## config.mk

```make
export PLATFORM = sky130hd
export DESIGN_NAME = kl_regwin
export DESIGN_NICKNAME = d
export VERILOG_FILES = /design/src/rtl/kl_regwin.sv
export SDC_FILE = /design/constraint.sdc
export NUM_CORES = 2
export LEC_CHECK = 0
export ABC_CLOCK_PERIOD_IN_PS = 11800
export BUFFER_PORTS_ARGS = -buffer_cell sky130_fd_sc_hd__buf_4
export CORE_ASPECT_RATIO = 1.75
export CORE_MARGIN = 2
export CORE_UTILIZATION = 35
export CTS_CLUSTER_DIAMETER = 30
export DETAILED_ROUTE_END_ITERATION = 12
export GPL_TIMING_DRIVEN = 0
export MAX_ROUTING_LAYER = met4
export PLACE_DENSITY = 0.6
export SYNTH_ARGS = -nofsm -noshare
export SYNTH_HDL_FRONTEND = slang
export SYNTH_SLANG_ARGS = --single-unit
export TNS_END_PERCENT = 5
```

## constraint.sdc

```tcl
create_clock -name clk -period 11.8 [get_ports clk]
set_input_delay 0 -clock clk [delete_from_list [all_inputs] [get_ports clk]]
set_output_delay 0 -clock clk [all_outputs]
set_load 0.05 [all_outputs]
```

## src/rtl/kl_regwin.sv

```systemverilog
module kl_regwin #(
  parameter int ADDR_W = 32,
  parameter logic [ADDR_W-1:0] BASE_ADDR = 32'h4000_0000,
  parameter int WIN_BYTES = 4096,
  parameter int DESC_BYTES = 16,
  parameter int KID_W = 8
) (
  input  logic              clk,
  input  logic              rst_n,
  input  logic              req,
  input  logic              req_we,
  input  logic [ADDR_W-1:0] req_addr,
  input  logic [7:0]        req_wdata,
  output logic              req_ready,
  output logic              rsp_valid,
  output logic [7:0]        rsp_rdata,
  output logic              rsp_err,
  output logic              launch_busy,
  output logic              active,
  output logic              size_err,
  output logic              push_valid,
  output logic [KID_W-1:0]  push_kid,
  output logic [15:0]       push_cnt_x,
  output logic [15:0]       push_cnt_y,
  output logic [15:0]       push_cnt_z,
  output logic [47:0]       push_total
);
  localparam int DIM_W = 16;
  localparam int STEP_W = $clog2(DIM_W);
  localparam int DIDX_W = $clog2(DESC_BYTES);
  localparam int TOT_W = 3 * DIM_W;

  logic [7:0] desc [DESC_BYTES];
  logic [DIM_W-1:0] gsz [3];
  logic [DIM_W-1:0] wsz [3];
  logic [DIM_W-1:0] op_g [3];
  logic [DIM_W-1:0] op_w [3];
  logic [DIM_W-1:0] cnt [3];

  for (genvar d = 0; d < 3; d++) begin : g_fld
    assign gsz[d] = {desc[2*d+1], desc[2*d]};
    assign wsz[d] = {desc[2*d+7], desc[2*d+6]};
  end

  logic [ADDR_W-1:0] rel;
  logic in_win, is_stat, is_door, is_desc, acc, door, zero_w;
  logic [DIDX_W-1:0] didx;

  assign rel     = req_addr - BASE_ADDR;
  assign in_win  = (req_addr >= BASE_ADDR) && (rel < ADDR_W'(WIN_BYTES));
  assign is_stat = in_win && (rel < ADDR_W'(8));
  assign is_door = in_win && (rel == '0);
  assign is_desc = in_win && (rel >= ADDR_W'(8)) && (rel < ADDR_W'(8 + DESC_BYTES));
  assign didx    = DIDX_W'(rel - ADDR_W'(8));
  assign req_ready = !(launch_busy && req_we && is_door);
  assign acc     = req && req_ready;
  assign door    = acc && req_we && is_door;
  assign zero_w  = (wsz[0] == '0) || (wsz[1] == '0) || (wsz[2] == '0);

  always_ff @(posedge clk) begin
    if (!rst_n) begin
      rsp_valid <= 1'b0;
      rsp_err   <= 1'b0;
      rsp_rdata <= '0;
      for (int i = 0; i < DESC_BYTES; i++) desc[i] <= '0;
    end else begin
      rsp_valid <= acc;
      if (acc) begin
        rsp_err <= !(is_stat || is_desc);
        if (!req_we && is_desc)      rsp_rdata <= desc[didx];
        else if (!req_we && is_door) rsp_rdata <= {7'b0, active};
        else                         rsp_rdata <= '0;
        if (req_we && is_desc) desc[didx] <= req_wdata;
      end
    end
  end

  logic [1:0] dim;
  logic [STEP_W-1:0] step;
  logic [DIM_W-1:0] rem, quo, dvs, rem_n, quo_n, cnt_n;
  logic [DIM_W:0] shifted;
  logic ge, fin;
  logic [KID_W-1:0] kid;

  assign dvs     = (dim == 2'd0) ? op_w[0] : (dim == 2'd1) ? op_w[1] : op_w[2];
  assign shifted = {rem, quo[DIM_W-1]};
  assign ge      = shifted >= {1'b0, dvs};
  assign rem_n   = ge ? DIM_W'(shifted - {1'b0, dvs}) : shifted[DIM_W-1:0];
  assign quo_n   = {quo[DIM_W-2:0], ge};
  assign cnt_n   = quo_n + DIM_W'(rem_n != '0);

  always_ff @(posedge clk) begin
    if (!rst_n) begin
      launch_busy <= 1'b0;
      active      <= 1'b0;
      size_err    <= 1'b0;
      push_valid  <= 1'b0;
      push_kid    <= '0;
      push_total  <= '0;
      kid         <= '0;
      fin         <= 1'b0;
      dim         <= '0;
      step        <= '0;
      rem         <= '0;
      quo         <= '0;
      for (int i = 0; i < 3; i++) begin
        op_g[i] <= '0;
        op_w[i] <= '0;
        cnt[i]  <= '0;
      end
    end else begin
      push_valid <= 1'b0;
      if (door) begin
        size_err <= zero_w;
        if (!zero_w) begin
          launch_busy <= 1'b1;
          dim  <= '0;
          step <= '0;
          rem  <= '0;
          quo  <= gsz[0];
          for (int i = 0; i < 3; i++) begin
            op_g[i] <= gsz[i];
            op_w[i] <= wsz[i];
          end
        end
      end else if (fin) begin
        fin         <= 1'b0;
        launch_busy <= 1'b0;
        push_valid  <= 1'b1;
        push_kid    <= kid;
        kid         <= kid + 1'b1;
        active      <= 1'b1;
        push_total  <= TOT_W'(cnt[0]) * TOT_W'(cnt[1]) * TOT_W'(cnt[2]);
      end else if (launch_busy) begin
        rem  <= rem_n;
        quo  <= quo_n;
        step <= step + 1'b1;
        if (step == STEP_W'(DIM_W - 1)) begin
          step <= '0;
          case (dim)
            2'd0:    cnt[0] <= cnt_n;
            2'd1:    cnt[1] <= cnt_n;
            default: cnt[2] <= cnt_n;
          endcase
          if (dim == 2'd2) fin <= 1'b1;
          else begin
            dim <= dim + 1'b1;
            rem <= '0;
            quo <= (dim == 2'd0) ? op_g[1] : op_g[2];
          end
        end
      end
    end
  end

  assign push_cnt_x = cnt[0];
  assign push_cnt_y = cnt[1];
  assign push_cnt_z = cnt[2];
endmodule

```

==> run metrics <==
Synth Register Bits 373; maxcap violations 0; Final WS setup -173 ps; Synth top area share 30.0%; Clock Latency Late Sink 630 ps; failing checks negative setup slack; CP arrival 12440 ps; Port-buffer cells 160; die height 456 um; Main synth FF type edfxtp_1; Post-DRT Antenna Nets 0; Cell Rows around 170; Net Count, Synth about 5100; Design Area, Final 48500 um2; Slew @ Worst Pin 1160 ps; Placed Instance Area around 44000 um2; synthesized cell area 40900 um2; part of the cycle the worst path needs 101%; DRC viols 0; H-tree lvl count 2; final WL 143000 um; Post-Synthesis Cells 4206; most frequent cell after synthesis inv_1; Final Critical Period between 10000 and 15000 ps; die area 120000 um2; Initial Util 35.1%; grt ovf 0; worst rel slew slack 22.6%; fin. max-slew vios 0; CTS Sinks 373; die width 263 um; Yosys top cell by area fa_1; Clock Tree Buf Depth 3; layout cell share with drive strength beyond 1 between 10% and 20%; CTS Buf Count 51; Area Growth Syn to Fin 18.4%; Root Buffer clkbuf_16; Initial DRC Count 1878; first-pass GRT wire length 215000 um; RSZ-0062 raised after global routing yes; most frequent CP cell fa_1; Commonest cells post-synth inv_1, nand2_1, fa_1; Post-synth EDFFs 256; Yosys warning count 0; syn avg cell area 9.73 um2; Fmax 83.5 MHz; slowest CP cell fa_2; library cells used by synthesis just under 80; status finished with violations; DP HPWL approximately 120000 um; IO Count 163; worst min path class input port to flop; Final Skew 53.3 ps; ys async rst share 0%; clock input transition at the sequential cells of the worst setup and hold paths 60 ps; Crit Path Class flop to flop; Worst Path Max Fanout 10; final hold vios 0; vias about 31000; WP data required 12270 ps; layout net count 5452; # setup viols final 10; Area contributors post-synth fa_1, edfxtp_1, ha_1; initial antenna violation count 0; Worst Setup End Kind flop; nature of the critical path startpoint flop; Core ar. 117000 um2; largest net degree at the start of global routing 63; sequential-to-total area share from yosys stat 24.5%; wire length per cell 23.4 um; vias in the first global route 34600; crit-path max cell delay 570 ps; CTS tree yes; Total GRT Usage 24.9%; DR vias/cell 5.16; GPL Wtd Cong 1.01; first drt pass iteration count 5
metal layers:
layer  global-route usage [%]  wire length (um)  part of all wire [%]
met1                     23.7             46100                    32
met2                     44.3             74300                    52
met3                     4.13              8410                   5.9
met4                     19.8             14100                   9.9
met5                        -                 0                     0
worst paths after layout:
check	endpoint	start	depth (start not counted)	slack [ps]
setup reg to reg	push_total[40]$_SDFFE_PN0P_	cnt[0][4]$_DFFE_PP_	45	-170
hold reg to reg	push_kid[2]$_SDFFE_PN0P_	push_kid[2]$_SDFFE_PN0P_	2	460
setup / recovery	push_total[40]$_SDFFE_PN0P_	cnt[0][4]$_DFFE_PP_	45	-170
hold / removal	rsp_rdata[0]$_SDFFE_PN0P_	req_addr[1]	6	100
layout by cell type, fill, tap and decap left out, types with 14 or more instances in the layout:
cell	n
a211oi_1	29
a21o_1	28
a21oi_1	121
a21oi_2	24
and2_1	459
and3_1	61
buf_4	273
buf_6	18
clkbuf_1	136
clkbuf_16	52
clkbuf_4	18
clkbuf_8	15
dfxtp_1	117
edfxtp_1	256
fa_1	604
ha_1	220
ha_4	22
inv_1	670
mux2i_1	49
mux4_2	40
nand2_1	631
nand2b_1	30
nand3_1	41
nand4_1	17
nor2_1	144
nor2b_1	14
nor3_1	15
nor4_1	20
o21a_1	16
o21ai_0	57
o21ai_1	23
xnor2_1	44
xor2_1	36
kinds of logic (layout without fill, tap and decap cells):
group / Yosys count / count (layout) / share of synthesized area (%)
compound gates: 403 / 403 / 6.18
xor+xnor: 101 / 101 / 2.16
fa+ha+maj: 863 / 863 / 37.6
buf+inv: 886 / 1266 / 8.16
flops: 373 / 373 / 24.5
mux: 89 / 89 / 3.40
other cells: 0 / 2 / 0
simple gates: 1491 / 1491 / 18.0
what timing repair did:
action / CTS / global route
hold buffers: 12 / 0
gates resized for setup: 297 / 60
cloned: 1 / 0
setup buffers: 114 / 7
endpoints found under the hold margin: 64 / 0
setup endpoints to repair: 32 / 25
pin swaps: 89 / 43
flip-flops by register name, indices dropped and copies added, names as in the netlist, 2 cells and up:
signal,count
rsp_rdata,8
push_kid,8
quo,16
desc,128
kid,8
push_total,48
op_g,32
cnt,48
step,4
op_w,48
dim,2
rem,16
stage by stage:
step	TNS, ps	util, %	hold WS [ps]	worst slack (ps)	std cells
4_1_cts	-187	41.4	48.9	-61.7	6092
3_3_place_gp	-53890	37.8	347	-2480	5878
2_1_floorplan	0	-	148	1.54	4206
3_5_place_dp	-54760	37.9	348	-2530	5882
6_report	-610	41.6	97.7	-173	6100
5_1_grt	-6200	41.6	145	-465	6098
worst max-delay path, delay by kind of cell, from the launching register on:
kind | cells | cell delay [ps]
xor gates and xnor gates | 1 | 210
and+or+nand+nor | 8 | 1020
DFF | 1 | 530
AOI/OAI and AO/OA | 11 | 1920
buffers and inverters | 11 | 1360
adders and majority gates | 14 | 6720
layout make-up:
| class | instances | area, um2 |
|---|---|---|
| multi-input combinational | 2947 | 28700 |
| inverter | 677 | 2540 |
| fill | 11400 | 68100 |
| antenna | 2 | 5.00 |
| timing repair buffer | 298 | 2380 |
| clock inverter | 40 | 523 |
| sequential | 373 | 10000 |
| tap | 1512 | 1890 |
| buffer | 197 | 1070 |
| clock buffer | 54 | 1290 |
Power is not shown: default switching activity piles up to over one toggle a cycle in this logic, so the estimate is an artifact.
